`src/rtl/cmdq_pkg.sv`:
```
package cmdq_pkg;
   // Register offsets; host software decodes these, so they are fixed.
   localparam logic [7:0] OFS_DOORBELL = 8'h20;
   localparam logic [7:0] OFS_ISR      = 8'h30;
   localparam logic [7:0] OFS_IMR      = 8'h34;
   localparam logic [7:0] OFS_INQ      = 8'h40;
   localparam logic [7:0] OFS_OUTQ     = 8'h44;
   localparam logic [7:0] OFS_OVF      = 8'h48;
   localparam logic [7:0] OFS_OSTAT    = 8'h9C;
   localparam logic [7:0] OFS_OCLR     = 8'hA0;

   localparam logic [31:0] EMPTY_TAG = 32'hFFFF_FFFF;

   // Placement of the "outbound queue has entries" status bit.
   localparam int NE_AT_BIT3 = 0;
   localparam int NE_AT_BIT2 = 1;
   localparam int NE_AT_BOTH = 2;
endpackage

```
`src/rtl/cmdq_fifo.sv`:
```
module cmdq_fifo #(
   parameter int W     = 32,
   parameter int DEPTH = 16
) (
   input  logic         clk,
   input  logic         rst_n,
   input  logic         push,
   input  logic [W-1:0] push_data,
   input  logic         pop,
   output logic [W-1:0] head,
   output logic         full,
   output logic         empty
);
   localparam int AW = $clog2(DEPTH);
   localparam int CW = AW + 1;

   if (DEPTH < 2 || (1 << AW) != DEPTH) begin : g_bad_depth
      $error("cmdq_fifo: DEPTH must be a power of two of at least 2");
   end

   logic [W-1:0]  mem [DEPTH];
   logic [AW-1:0] wptr, rptr;
   logic [CW-1:0] cnt;
   logic          do_push, do_pop;

   assign full    = (cnt == CW'(DEPTH));
   assign empty   = (cnt == '0);
   assign do_push = push && !full;
   assign do_pop  = pop && !empty;
   assign head    = mem[rptr];

   always_ff @(posedge clk) begin
      if (!rst_n) begin
         wptr <= '0;
         rptr <= '0;
         cnt  <= '0;
      end else begin
         if (do_push) wptr <= wptr + 1'b1;
         if (do_pop)  rptr <= rptr + 1'b1;
         case ({do_push, do_pop})
            2'b10:   cnt <= cnt + 1'b1;
            2'b01:   cnt <= cnt - 1'b1;
            default: cnt <= cnt;
         endcase
      end
   end

   always_ff @(posedge clk) begin
      if (do_push) mem[wptr] <= push_data;
   end
endmodule

```
`src/rtl/cmdq_irq.sv`:
```
module cmdq_irq
   import cmdq_pkg::*;
#(
   parameter int NE_MODE = NE_AT_BIT3
) (
   input  logic        ob_has_entry,
   input  logic        db_pending,
   input  logic [31:0] imr,
   output logic [31:0] isr,
   output logic        irq
);
   if (NE_MODE < NE_AT_BIT3 || NE_MODE > NE_AT_BOTH) begin : g_bad_mode
      $error("cmdq_irq: NE_MODE out of range");
   end

   logic [31:0] ne_bits;

   if (NE_MODE == NE_AT_BIT3) begin : g_bit3
      assign ne_bits = {28'd0, ob_has_entry, 3'd0};
   end else if (NE_MODE == NE_AT_BIT2) begin : g_bit2
      assign ne_bits = {29'd0, ob_has_entry, 2'd0};
   end else begin : g_both
      assign ne_bits = {28'd0, ob_has_entry, ob_has_entry, 2'd0};
   end

   assign isr = ne_bits | {31'd0, db_pending};
   assign irq = |(isr & ~imr);
endmodule

```
`src/rtl/cmdq_regs.sv`:
```
module cmdq_regs
   import cmdq_pkg::*;
#(
   parameter int ADDR_W  = 8,
   parameter int DEPTH   = 16,
   parameter int NE_MODE = NE_AT_BIT3
) (
   input  logic              clk,
   input  logic              rst_n,
   input  logic              reg_wr,
   input  logic              reg_rd,
   input  logic [ADDR_W-1:0] reg_addr,
   input  logic [31:0]       reg_wdata,
   output logic [31:0]       reg_rdata,
   output logic              in_avail,
   output logic [31:0]       in_data,
   input  logic              in_pop,
   input  logic              out_push,
   input  logic [31:0]       out_data,
   output logic              out_full,
   output logic              cfg_pulse,
   input  logic              db_set,
   output logic              irq
);
   localparam int DW = 32;

   if (ADDR_W < 8) begin : g_bad_addr
      $error("cmdq_regs: ADDR_W must cover offset 0xA0");
   end

   function automatic logic hit(input logic [ADDR_W-1:0] a, input logic [7:0] ofs);
      return a == ADDR_W'(ofs);
   endfunction

   logic          wr_inq, rd_outq, wr_db, wr_oclr, wr_imr;
   logic          in_full, in_empty;
   logic          ob_empty;
   logic [DW-1:0] ob_head;
   logic [DW-1:0] imr, isr, rmux;
   logic          db_pending, ovf_flag;

   assign wr_inq  = reg_wr && hit(reg_addr, OFS_INQ);
   assign wr_db   = reg_wr && hit(reg_addr, OFS_DOORBELL);
   assign wr_oclr = reg_wr && hit(reg_addr, OFS_OCLR);
   assign wr_imr  = reg_wr && hit(reg_addr, OFS_IMR);
   assign rd_outq = reg_rd && hit(reg_addr, OFS_OUTQ);

   cmdq_fifo #(.W(DW), .DEPTH(DEPTH)) u_inq (
      .clk      (clk),
      .rst_n    (rst_n),
      .push     (wr_inq),
      .push_data(reg_wdata),
      .pop      (in_pop),
      .head     (in_data),
      .full     (in_full),
      .empty    (in_empty)
   );
   assign in_avail = !in_empty;

   cmdq_fifo #(.W(DW), .DEPTH(DEPTH)) u_outq (
      .clk      (clk),
      .rst_n    (rst_n),
      .push     (out_push),
      .push_data(out_data),
      .pop      (rd_outq),
      .head     (ob_head),
      .full     (out_full),
      .empty    (ob_empty)
   );

   cmdq_irq #(.NE_MODE(NE_MODE)) u_irq (
      .ob_has_entry(!ob_empty),
      .db_pending  (db_pending),
      .imr         (imr),
      .isr         (isr),
      .irq         (irq)
   );

   always_ff @(posedge clk) begin
      if (!rst_n) begin
         imr        <= '0;
         db_pending <= 1'b0;
         ovf_flag   <= 1'b0;
         cfg_pulse  <= 1'b0;
      end else begin
         if (wr_imr) imr <= reg_wdata;
         if (db_set)                       db_pending <= 1'b1;
         else if (wr_oclr && reg_wdata[0]) db_pending <= 1'b0;
         if (wr_inq && in_full) ovf_flag <= 1'b1;
         cfg_pulse <= wr_db && reg_wdata[0];
      end
   end

   always_comb begin
      rmux = '0;
      if      (hit(reg_addr, OFS_ISR))   rmux = isr;
      else if (hit(reg_addr, OFS_IMR))   rmux = imr;
      else if (hit(reg_addr, OFS_OUTQ))  rmux = ob_empty ? EMPTY_TAG : ob_head;
      else if (hit(reg_addr, OFS_OVF))   rmux = {31'd0, ovf_flag};
      else if (hit(reg_addr, OFS_OSTAT)) rmux = {31'd0, db_pending};
   end

   always_ff @(posedge clk) begin
      if (!rst_n)      reg_rdata <= '0;
      else if (reg_rd) reg_rdata <= rmux;
   end
endmodule

```
`config.mk`:
```
export PLATFORM = sky130hd
export DESIGN_NAME = cmdq_regs
export DESIGN_NICKNAME = d
export VERILOG_FILES = /design/src/rtl/cmdq_pkg.sv /design/src/rtl/cmdq_fifo.sv /design/src/rtl/cmdq_irq.sv /design/src/rtl/cmdq_regs.sv
export SDC_FILE = /design/constraint.sdc
export NUM_CORES = 1
export LEC_CHECK = 0
export ABC_CLOCK_PERIOD_IN_PS = 4250
export BUFFER_PORTS_ARGS = -buffer_cell sky130_fd_sc_hd__buf_2
export CAP_MARGIN = 0
export CORE_MARGIN = 5
export CORE_UTILIZATION = 40
export CTS_CLUSTER_SIZE = 12
export DETAILED_ROUTE_END_ITERATION = 10
export PLACE_DENSITY_LB_ADDON = 0.12
export SLEW_MARGIN = 20
export SYNTH_ARGS = -nofsm -noshare
export SYNTH_HDL_FRONTEND = slang
export SYNTH_SLANG_ARGS = --single-unit
```
`constraint.sdc`:
```
create_clock -name clk -period 4.25 [get_ports clk]
set_clock_uncertainty 0.1 [all_clocks]
set_input_delay 0.6375 -clock clk [delete_from_list [all_inputs] [get_ports clk]]
set_output_delay 0.6375 -clock clk [all_outputs]
set_load 0.05 [all_outputs]
```
## After elaboration in Yosys (flattened, before gate mapping)

Memories as Yosys holds them, arrays and structs flattened. A register that Yosys moved wholly into a read port is not among the register bits.
Index checks and enable logic that the tools add are counted.

- Input bits: 79
- Memories: 2
- Bits in registers: 93
- Output and inout bits: 68
- RAM bits: 1,024

Memory list:

| name | words | width | rd ports | clocked after memory_dff | write ports | line | RTL |
|---|---|---|---|---|---|---|---|
| u_inq.mem | 16 | 32 | 1 | 1 | 1 | cmdq_fifo.sv:21 | `logic [W-1:0] mem [DEPTH];` |
| u_outq.mem | 16 | 32 | 1 | 1 | 1 | cmdq_fifo.sv:21 |  |

- Reduce and logical (&&, ||, !) cells: 22
- Multiplexer cells: 18
- Eq/ne operators: 14
- $add $sub $neg: 8
- Bitwise logic cells: 3

Operators by type and width:

| cell | count |
|---|---|
| 32-bit 2-to-1 mux | 4 |
| 32-bit bitwise AND | 1 |
| 32-bit inverter | 1 |
| 32-bit OR reduction | 1 |
| 8-bit by 6-bit equality test with 1-bit output, second input constant | 3 |
| 8-bit by 7-bit equality test with 1-bit output, second input constant | 3 |
| 5-bit one-hot mux with 2 select lines | 2 |
| 4-bit by 1-bit adder with 4-bit output, second input constant | 4 |
| 8-bit equality test, second input constant | 2 |
| 4-bit 2-to-1 mux | 4 |
| 1-bit logical AND | 12 |
| 5-bit by 1-bit adder with 5-bit output, second input constant | 2 |
| 5-bit equality test, second input constant | 2 |
| 5-bit zero test | 2 |
| 5-bit by 1-bit subtractor with 5-bit output, second input constant | 2 |
| 1-bit 2-to-1 mux | 8 |
| 2-bit nonzero test | 3 |
| 2-bit by 1-bit equality test with 1-bit output, second input constant | 2 |
| 2-bit equality test, second input constant | 2 |
| 1-bit zero test | 4 |
| 4-bit by 1-bit bitwise OR with 4-bit output | 1 |

## Depth between registers and ports, before layout

Gate-level depths: netlist of run 1.

- Depth in word-level cells: 6
- Depth in mapped cells: 14
- Depth with buffers taken out: 11

## Modules after synthesis

Synthesis of run 1 repeated with hierarchy kept, for this count alone.

- Cell total of the unflattened synthesis: 2,292
- Area, all modules: 44,234.9 um^2

By module, submodules not included:

| module | cells an instance | times used | area an instance (um^2) |
|---|---|---|---|
| cmdq_fifo at u_inq | 916 | 1 | 20,209.4 |
| cmdq_fifo at u_outq | 911 | 1 | 20,103.0 |
| cmdq_regs | 429 | 1 | 3,658.5 |
| cmdq_irq | 36 | 1 | 264.0 |

## Least setup slack after synthesis of run 1

No wires, ideal clock.

- Path kind: input to register
- Start: in reg_addr[4]
- End: mem u_inq.mem[3][0], enable pin
- Library setup time: 0.461 ns
- Arrival time: 4.098 ns
- Cell stages on the path: 4
- Setup slack: -0.410 ns
- Cells stage by stage: or4b_4 > a2111oi_4 > nand2_1 > nor3_1

- Cells in the longest elaborated chain, start to end: 5

Ends and longest elaborated chain:

| item | line | RTL |
|---|---|---|
| start, declared | cmdq_regs.sv:12 | `input logic [ADDR_W-1:0] reg_addr,` |
| 8-bit by 7-bit equality test with 1-bit output | cmdq_regs.sv:32 | `return a == ADDR_W'(ofs);` |
| 1-bit logical AND | cmdq_regs.sv:42 | `assign wr_inq = reg_wr && hit(reg_addr, OFS_INQ);` |
| 1-bit logical AND | cmdq_fifo.sv:28 | `assign do_push = push && !full;` |
| 1-bit 2-to-1 mux | cmdq_fifo.sv:49 | `if (do_push) mem[wptr] <= push_data;` |
| 1-bit 2-to-1 mux (implied by the code) | cmdq_fifo.sv:49 |  |
| end, declared | cmdq_fifo.sv:21 |  |

Every way passes these cells.

==> results, run 1 <==
- The worst path needs between 3 and 4 ns of the cycle, external delays included.
- In this run the clock root is driven by a clkbuf_16.
- The post-detailed-route via-to-cell ratio is 5.50.
- The CTS sink count is 1125.
- Timing analysis after detailed placement gives a worst setup slack of 0.533 ns.
- The initial core utilization is 0.401.
- Synthesis produced 2216 cells.
- Ranked by total cell area, the synthesized netlist is headed by edfxtp_1 71%, mux4_2 12%, dfxtp_1 4.6%.
- The final cell count without fillers is 3941.
- In this run the static leakage power is approximately 15 nW.
- In this run, distinct cell masters in the synthesized netlist total 59.
- Max-cap violations in this run came to 0.
- After global routing the overflow that remains totals 0.
- The average size of a mapped cell is roughly 20 um2.
- In the final design database the tool counted 2525 nets.
- Setup repair after global routing left no endpoint under its margin.
- The most used flip-flop cell after synthesis is edfxtp_1.
- The fraction of final layout cells sized beyond drive strength 1 is 0.275.
- Ranked by instance count, the synthesized netlist is headed by 1024 x edfxtp_1, 227 x mux4_2, 137 x a21oi_1.
- In this run the power density over the cells is ~440 nW/um2.
- The clock tree from TritonCTS is built.
- The maximum ir drop on the vdd rail is 0.000290 V.
- The floorplan step set the die width to roughly 340 um.
- After clock tree synthesis, the clock-pin slew on the worst setup and hold paths is 0.06 ns.
- The area of the die is about 120000 um2.
- From synthesis to final layout, the design area changed by 15.0%.
- The worst setup path is captured at an output port.
- In this run the remaining antenna-violating nets after routing total 0.
- In this run the number of H-tree levels came out at 3.
- The type of the worst setup path is flop to output port.
- Summed over all layers, the routed wires come to 109000 um.
- The number of buffers inserted during clock tree synthesis is 115.
- The number of antenna violations at the first check in global routing is 18.
- Clock latency on the worst-skew pair, taken at its later pin, is 0.68 ns.
- The worst pin sits at a relative slew slack of 0.384.
- The worst endpoint data arrival time is 3.02 ns.
- Of all nets on the critical path, the largest fanout is 23.
- After layout, the worst setup slack is about 0.5 ns.
- After detailed routing, the number of remaining DRC violations is 0.
- The placer congestion estimate is 0.744.
- Counting tap cells, the placed design contains a total of between 3000 and 4000 instances.
- Once detailed placement completed, the half-perimeter wirelength came to 65500 um.
- By instance count, the leading cell after synthesis is edfxtp_1.
- The startpoint type of the worst setup path is a flop.
- The via count of the first global-routing pass is 22700.
- For this run, the top clock speed supported by timing is 266 MHz.
- The path class of the tightest hold or removal check is input port to flop.
- The count of final max-slew check failures is 0.
- The count of final setup violators is 0.
- Counting flops with an async set or reset pin after synthesis yields a share of 0.
- The net count after synthesis is 2312.
- The flow ran to the end, and the final reports show no timing, DRC or antenna violations.
- Of the synthesized area, sequential elements account for 0.753.
- The iteration-0 DRC count of the detailed router is 1684.
- The count of vias placed by the detailed router is 21700.
- The hold violation count in the final report is 0.
- The maximum root-to-sink buffer count is 3.
- Of the post-synthesis cell area, the dominant cell type holds 0.707.
- After clock tree synthesis, the repair step resized 0 gates.
- The number of hold buffers added after CTS is 0.
- The synthesized design contains 1024 enable-type register cells.
- The die is 340 um tall.
- The first global-routing pass estimated roughly 160000 um of wire.
- The number of standard-cell rows in the floorplan is 121.
- After synthesis the netlist holds a flip-flop and latch count of 1125.
- The number of search-and-repair iterations in the first detailed-routing pass is 5.
- For this design the top-level I/O count stands at roughly 150.
- The port buffer count is 146.
- Counting cells, the worst reg-to-reg path comes to 11.
- After synthesis the cells add up to 43500 um2.
- Of the available clock period, the critical path in the final layout requires 0.883.
- For the pin with the worst max-slew slack, the measured transition is 0.924 ns.
- The post-CTS setup repair buffer count is 0.
- The average detailed-routed wire length per instance is 27.6 um.
- The count of warnings emitted by yosys is 0.
- Measured on the finished design, the core utilization comes to 0.462.
- In the global route stage, overall resource usage came out at 0.186.
- The post-synthesis cell type with the largest combined area is edfxtp_1.
- The worst hold path passes through 3 cells.
- STA puts the critical path data required time at 3.51 ns.
- The pin count of the biggest net entering global routing is between 50 and 60.
- The core box area is about 110000 um2.
final timing paths:
path	slack (ns)	start	end
min	0.07	db_set	db_pending
max	0.50	flop	in_data[1]
max reg2reg	0.98	u_inq.cnt[2]	u_inq.cnt[4]
min reg2reg	0.36	imr[31]	imr[31]
cells by family (layout without fill, tap and decap cells):
group           Yosys count  in the layout  synth area share
fa+ha+maj                17             17           0.00489
flops                  1125           1125             0.753
simple gates            233            233            0.0244
buf+inv                 146            448            0.0141
xor+xnor                 19             19           0.00382
other cells               0              9                 0
mux                     383            383             0.154
compound gates          293            293            0.0454
sequential cells by signal (all words and copies together), names as in the netlist, 4 cells and up, named ones only:
signal,count
u_inq.cnt,5
u_outq.rptr,4
u_outq.mem,512
u_inq.mem,512
u_inq.wptr,4
imr,32
u_outq.wptr,4
reg_rdata,32
u_inq.rptr,4
u_outq.cnt,5
per-stage QoR:
stage | hold slack, ns | power (mW) | TNS (ns) | cell area [um2]
2_1_floorplan | 0.336 | 12.6 | -35.39 | 43500
3_3_place_gp | 0.347 | 12.8 | 0 | 46500
3_5_place_dp | 0.350 | 12.9 | 0 | 46500
4_1_cts | 0.0210 | 22.4 | 0 | 50000
5_1_grt | 0.0611 | 22.9 | 0 | 50000
6_report | 0.0667 | 22.2 | 0 | 50000
cells in the final DEF (no fill, tap or decap), drive strengths merged, types with 8 or more instances in the layout:
cell type,n
buf,228
clkbuf,164
mux4,227
xor2,12
a21oi,137
o21ai,8
nor3,15
mux2i,126
dfxtp,101
nor2,84
edfxtp,1024
mux2,30
nand2b,10
a221oi,30
ha,17
diode,9
a22o,30
clkinv,34
nand2,83
inv,17
a22oi,31
a211o,30
critical path: stages, from the launching register on:
cell and delay [ns]:
dfxtp_4 0.47, buf_4 0.47, mux4_2 0.59, mux4_2 0.52, buf_2 0.24
final cells by class:
class	count	area (um2)
inverters	14	52.6
clock inverters	42	352
fillers	9136	58400
flip-flops and latches	1125	32800
diodes	9	22.5
multi-input cells	945	10400
well taps	1414	1770
clock buffers	164	3180
repair buffers	228	1480
power by group:
group	leakage, nW	internal (mW)	switching, mW
registers	10.0	12.1	0.0207
logic	3.56	0.106	0.371
clock network	1.73	5.47	4.05
per-layer routing:
metal	track usage	routed length [um]
met1	0.251	46100
met2	0.314	53800
met3	0.0410	6440
met4	0.0415	2300
met5	0	62
No activity file was read; power rests on OpenSTA's default activity.
==> run 2, diff against run 1 <==
--- a/config.mk
+++ b/config.mk
@@ -5,6 +5,7 @@
 export SDC_FILE = /design/constraint.sdc
 export NUM_CORES = 1
 export LEC_CHECK = 0
+export ABC_AREA = 1
 export ABC_CLOCK_PERIOD_IN_PS = 4250
 export BUFFER_PORTS_ARGS = -buffer_cell sky130_fd_sc_hd__buf_2
 export CAP_MARGIN = 0
@@ -12,6 +13,7 @@
 export CORE_UTILIZATION = 40
 export CTS_CLUSTER_SIZE = 12
 export DETAILED_ROUTE_END_ITERATION = 10
+export HOLD_SLACK_MARGIN = 0.02
 export PLACE_DENSITY_LB_ADDON = 0.12
 export SLEW_MARGIN = 20
 export SYNTH_ARGS = -nofsm -noshare
==> results, run 2 <==
- In this run the static leakage power is about 18 nW.
- The number of hold buffers added after CTS is 2.
- The most instantiated flip-flop cell in the synthesis netlist is edfxtp_1.
- The count of fill cells added during filler insertion is 10200.
- The initial core utilization is 0.403.
- The tightest min-delay check is of the input port to flop type.
- The maximum net fanout on the critical path is between 40 and 50.
- The x dimension of the die is 347 um.
- The count of final setup violators is 0.
- The required time at the endpoint of the critical path is 3.51 ns.
- The count of vias placed by the detailed router is 28100.
- Counting the buffers created by CTS gives 118.
- The core box area is 112000 um2.
- The worst-case setup margin in the final layout is 0.623 ns.
- The average detailed-routed wire length per instance is between 20 and 25 um.
- The clock tree root driver cell is clkbuf_16.
- The worst-case IR drop observed on VDD is approximately 0.00034 V.
- The number of antenna violations at the first check in global routing came to 17.
- The leading cell type in the layout, fill and taps excluded is edfxtp_1.
- The post-detailed-route via-to-cell ratio is between 5 and 6.
- After synthesis, the share of flip-flops with an asynchronous set or reset is 0.
- The average size of a mapped cell is 12.3 um2.
- The minimum period implied by the final worst setup slack is 3.63 ns.
- The worst setup path is captured at an output port.
- Once layout is done, the placed cells without fillers occupy 51700 um2.
- The type of the worst setup path is flop to output port.
- For this run, the number of Yosys warnings is 0.
- The tightest hold path in the finished design has a slack of around 0.09 ns.
- After detailed placement, the total cell area comes to 47900 um2.
- Counting tap cells, the placed design contains a total of roughly 5200 instances.
- After the last flow step, the layout net total stands at between 3000 and 4000.
- The clock tree from TritonCTS is built.
- Buffers added to address setup during post-CTS repair amount to 0.
- In this run the cell area of the synthesized design comes to 45300 um2.
- The power density over cell area is 515 nW/um2.
- The worst setup path is launched from a flop.
- The overall fraction of global-route tracks in use is 0.199.
- The number of cells produced by synthesis is 3676.
- The summed negative setup slack over all endpoints is 0 ns.
- The latest clock arrival within the worst-skew pair is 0.70 ns.
- The clock edge transition at the registers on the reported setup and hold paths is 0.06 ns.
- The number of standard-cell rows in the floorplan is 123.
- The commonest cells after synthesis are 1024 x edfxtp_1, 499 x nor2_1, 408 x nand2_1.
- The count of nets left with antenna violations once routing finished came out at 0.
- Data arrives at the worst endpoint at 2.89 ns.
- Summed over all layers, the routed wires come to about 120000 um.
- The largest registers in the layout are u_inq.mem (512), u_outq.mem (512).
- The via count of the first global-routing pass is 26800.
- The worst-case headroom to the max-slew limit is 0.00775.
- In the final layout, the share of cells above drive strength 1 is 0.110.
- Setup repair after global routing left no endpoint under its margin.
- The max-capacitance violation count is 0.
- The count of state elements after synthesis is about 1100.
- The number of ports placed on the die boundary is 147.
- The net count after synthesis is 3772.
- The placer congestion estimate is 0.762.
- The iteration-0 DRC count of the detailed router is 2186.
- The pin count of the biggest net entering global routing is 160.
- The CTS sink count is 1125.
- The maximum root-to-sink buffer count is 3.
- The first detailed-routing pass took 5 iterations.
- The wire-length estimate of the detail-placed layout is 66500 um.
- The count of unique library cells instantiated by Yosys is 38.
- The port buffer count is approximately 150.
- Gates resized during post-CTS repair numbered 0.
- The area fraction of the dominant cell type after synthesis is 0.678.
- The total overflow left after global routing is 0.
- In the layout the commonest cells are 1024 x edfxtp_1, 467 x nor2_1, 407 x nand2_1.
- Ranked by total cell area, the synthesized netlist is headed by edfxtp_1 68%, dfxtp_1 4.5%, o21ai_0 4.3%.
- The area of the die is around 120000 um2.
- The maximum level of the CTS H-tree is 3.
- The detailed-route DRC error count is 0.
- The post-synthesis cell type with the largest combined area is edfxtp_1.
- The height of the die is 347 um.
- From synthesis to final layout, the design area changed by 13.9%.
- The slew at the pin closest to its max-slew limit is 1.49 ns.
- The finished layout holds approximately 5400 standard cells, fillers aside.
- Before CTS, the worst setup slack after placement is 1.04 ns.
- The maximum frequency from static timing analysis is 276 MHz.
- The flow ran to the end, and the final reports show no timing, DRC or antenna violations.
- In this run, synthesis inferred 1024 flip-flops with an integrated enable.
- The count of final max-slew check failures is 0.
- The final period utilization is 0.853.
- The first-pass GRT wire length is 182000 um.
- The hold violation count in the final report came to 0.
- The cell with the most instances after synthesis is edfxtp_1.
- The share of the Yosys chip area taken by registers is 0.723.
==> run 2: critical path, stage by stage, from the launching register on <==
cell and delay, ns:
dfxtp_4 0.62, buf_12 0.31, buf_4 0.31, mux2i_1 0.11, o211ai_1 0.18, o211ai_1 0.12, nand2_1 0.21, buf_2 0.30
==> run 2: final cells by class <==
cell class | count | area, um2 | share of cell area
timing repair buffer | 224 | 1560 | 0.0302
antenna | 6 | 15.0 | 0.000291
clock buffer | 173 | 3320 | 0.0642
sequential | 1125 | 32800 | 0.635
inverter | 186 | 711 | 0.0138
tap | 1500 | 1880 | 0.0363
multi-input combinational | 2133 | 11000 | 0.212
clock inverter | 46 | 422 | 0.00816
==> run 2: per-layer routing <==
metal	up-vias	part of all wire	track usage
li1	13400	-	-
met1	13800	0.44	0.273
met2	715	0.48	0.332
met3	163	0.053	0.0352
met4	6	0.021	0.0500
met5	-	0.00032	0
==> run 2: worst paths after layout <==
path | startpoint | end | slack (ns) | cells after the start
worst max register to register | u_outq.cnt[0] | u_outq.mem[8][26] | 1.45 | 9
worst max-delay path | flop | in_data[30] | 0.62 | 7
worst min register to register | reg_rdata[26] | reg_rdata[26] | 0.36 | 2
worst min-delay path | reg_addr[6] | cfg_pulse | 0.09 | 2
==> run 2: power breakdown <==
part	internal (mW)	total, mW	switching (mW)
clock	5.85	10.0	4.17
combinational	1.30	4.32	3.03
sequential	12.2	12.3	0.101
==> run 2: cell families after synthesis <==
logic type                 synth area share
muxes                                0.0283
DFF                                   0.723
xor gates and xnor gates            0.00155
AOI/OAI and AO/OA                    0.0907
and+or+nand+nor                       0.111
buffers and inverters                0.0410
adders and majority gates           0.00469
==> run 2: through the flow <==
stage	power (mW)	util
final	26.6	0.459
after detailed placement	16.9	0.426
after CTS	26.9	0.459
after floorplan	15.6	-
after global routing	27.7	0.459
after global placement	16.9	0.426
==> run 3, diff against run 2 <==
--- a/config.mk
+++ b/config.mk
@@ -9,11 +9,14 @@
 export ABC_CLOCK_PERIOD_IN_PS = 4250
 export BUFFER_PORTS_ARGS = -buffer_cell sky130_fd_sc_hd__buf_2
 export CAP_MARGIN = 0
+export CELL_PAD_IN_SITES_DETAIL_PLACEMENT = 0
+export CELL_PAD_IN_SITES_GLOBAL_PLACEMENT = 1
 export CORE_MARGIN = 5
 export CORE_UTILIZATION = 40
 export CTS_CLUSTER_SIZE = 12
 export DETAILED_ROUTE_END_ITERATION = 10
 export HOLD_SLACK_MARGIN = 0.02
+export MAX_ROUTING_LAYER = met4
 export PLACE_DENSITY_LB_ADDON = 0.12
 export SLEW_MARGIN = 20
 export SYNTH_ARGS = -nofsm -noshare
==> results, run 3 (synthesis gave the netlist of run 2 again) <==
- The flow ran to the end, and the final reports show no timing, DRC or antenna violations.
- Static timing analysis puts the maximum clock frequency at around 280 MHz.
- The later pin in the worst-skew pair is clocked with a latency of about 0.7 ns.
- The final core area utilization is 0.461.
- The share of power burned in combinational logic is 0.164.
- The cell sitting at the root of the clock tree is a clkbuf_16.
- At the pin with the least slew margin, the transition time is 0.999 ns.
- The maximum level of the CTS H-tree is 3.
- The maximum root-to-sink buffer count is 3.
- The type of the worst setup path is flop to output port.
- The count of final setup violators is 0.
- The endpoint of the most critical setup path is in_data[11].
- The post-detailed-route via-to-cell ratio is 5.20.
- Setup repair after global routing left no endpoint under its margin.
- For this run, design rule violations remaining after detail routing come to 0.
- The number of clock buffers added by TritonCTS is 120.
- The worst pin sits at a relative slew slack of 0.333.
- The count of vias placed by the detailed router is 28100.
- Wires add up to 126000 um.
- The worst endpoint data arrival time is 2.83 ns.
- The first-pass GRT wire length is about 190000 um.
- At the end of routability-driven placement, the weighted congestion stood at 0.762.
- The maximum ir drop on the vdd rail is 0.000356 V.
- In this run the critical register-to-register path is captured at reg_rdata[22].
- Data on the critical path is required at its endpoint by between 3 and 4 ns.
- The iteration-0 DRC count of the detailed router is ~2200.
- The count of buffers added on input and output ports is 146.
- The minimum period implied by the final worst setup slack is ~3.6 ns.
- The sequential fraction of design power is 0.461.
- The area growth from synthesis to layout is 14.3%.
- In the layout the commonest cells are 1024 x edfxtp_1, 467 x nor2_1, 408 x nand2_1.
- Hold timing on the final database bottoms out at a slack of 0.213 ns.
- The maximum net fanout on the critical path is 28.
- In this run the static leakage power is 17.7 nW.
- The via count of the first global-routing pass is 27400.
- The average detailed-routed wire length per instance is 23.3 um.
- STA classifies the critical path endpoint as an output port.
- TritonCTS built the clock tree.
- Detailed placement finished with a half-perimeter wire length of 67500 um.
- After clock tree synthesis, the clock-pin slew on the worst setup and hold paths is 0.06 ns.
- The CTS sink count is about 1100.
- The worst-case setup margin in the final layout is 0.682 ns.
- For this design the ratio of total power to cell area is 514 nW/um2.
- The die covers about 120000 um2.
- The region available for standard cell placement spans approximately 110000 um2.
- The max-capacitance violation count is 0.
- The number of antenna violations at the first check in global routing is 15.
- The pin count of the biggest net entering global routing is 140.
- The leading cell type in the layout, fill and taps excluded is edfxtp_1.
- Counting instances, the worst hold path has a depth of 1.
- The startpoint type of the worst setup path is a flop.
- Of the cells placed in the final design, the portion with a size suffix greater than 1 is 0.113.
- The worst register-to-register path has a depth of 12.
- The first TritonRoute pass finished after 5 iterations.
- The detailed router put a total of between 50000 and 60000 um of wire on met1.
- The detailed router used layers up to and including met4.
- Measured along the x axis, the die boundary spans roughly 350 um.
- The total overflow reported by the global router is 0.
- For this run, the total global-route usage over all layers was measured as 0.212.
- The hold violation count in the final report is 0.
- The initial core utilization is 0.403.
- Of the available clock period, the critical path in the final layout requires 0.839.
- In the detailed route, the total length drawn on met2 is just over 60000 um.
- The internal power is 19.2 mW.
- For the final routed database, the setup TNS stands at 0 ns.
- In this run the count of I/O pins placed on the die edge is 147.
- The detail route stage leaves a number of antenna-violating nets equal to 0.
- Of the total power, the share spent switching nets is 0.278.
- The largest registers in the layout are u_inq.mem (512), u_outq.mem (512).
- At the placement stage, the worst setup path has a slack of 0.897 ns.
- Summed over all nets, wire length on met3 after detailed routing comes to 5650 um.
- The share of total power in the clock network is 0.375.
- The count of nets after finishing is 3892.
- From bottom edge to top edge, the die measures 347 um.
- The initialized floorplan defines 123 standard-cell rows.
- The path category of the worst min-delay check is input port to flop.
- For flop-to-flop paths, the worst setup slack is 1.31 ns.
- The count of final max-slew check failures came to 0.
- The reported net switching power is 7.39 mW.
[run 3: repair_timing]
item	4_1_cts	5_1_grt
setup endpoints to repair	0	0
buffers inserted	0	0
hold buffers	3	0
endpoints found under the hold margin	2	0
resized for setup	0	0
[run 3: final cells by class]
cell class,count,area [um2]
diodes,8,20.0
inverters,186,712
fillers,10200,60700
multi-input cells,2133,11000
clock buffers,171,3370
well taps,1500,1880
flip-flops and latches,1125,32800
clock inverters,53,375
repair buffers,230,1710
[run 3: power by group through the flow]
stage,Sequential (mW),Combinational [mW],Clock (mW)
2_1_floorplan,12.5,3.17,0
3_3_place_gp,12.5,4.44,0
3_5_place_dp,12.5,4.44,0
4_1_cts,12.3,4.44,10.2
5_1_grt,12.3,4.81,10.7
6_report,12.3,4.37,9.99
[run 3: per-layer routing]
layer  up-vias  track usage
met5         -            -
met4         0       0.0433
met3       169       0.0319
met2       595        0.352
met1     13900        0.280
li1      13400            -
[run 3: metrics by stage]
step / instance area, um2 / std cells / power [mW]
2_1_floorplan: 45300 / 3676 / 15.6
3_3_place_gp: 48000 / 5171 / 17.0
3_5_place_dp: 48000 / 5171 / 17.0
4_1_cts: 51800 / 5398 / 27.0
5_1_grt: 51800 / 5405 / 27.8
6_report: 51800 / 5406 / 26.6
[run 3: how the worst min path moves through the flow]
stage	start	endpoint	slack [ns]
floorplan	ovf_flag	ovf_flag	0.34
global placement	u_outq.rptr[3]	flop	0.35
detailed placement	imr[23]	imr[23]	0.36
CTS	out_data[27]	u_outq.mem[10][27]	0.16
global route	out_data[27]	u_outq.mem[10][27]	0.18
finish	out_data[27]	u_outq.mem[10][27]	0.21
[run 3: worst max-delay path, cell delays in order (launching register included)]
cell and delay, ns:
dfxtp_4 0.58, buf_4 0.40, buf_4 0.24, mux2i_1 0.08, o211ai_1 0.15, nand3_1 0.11
nand2_1 0.24, buf_2 0.31
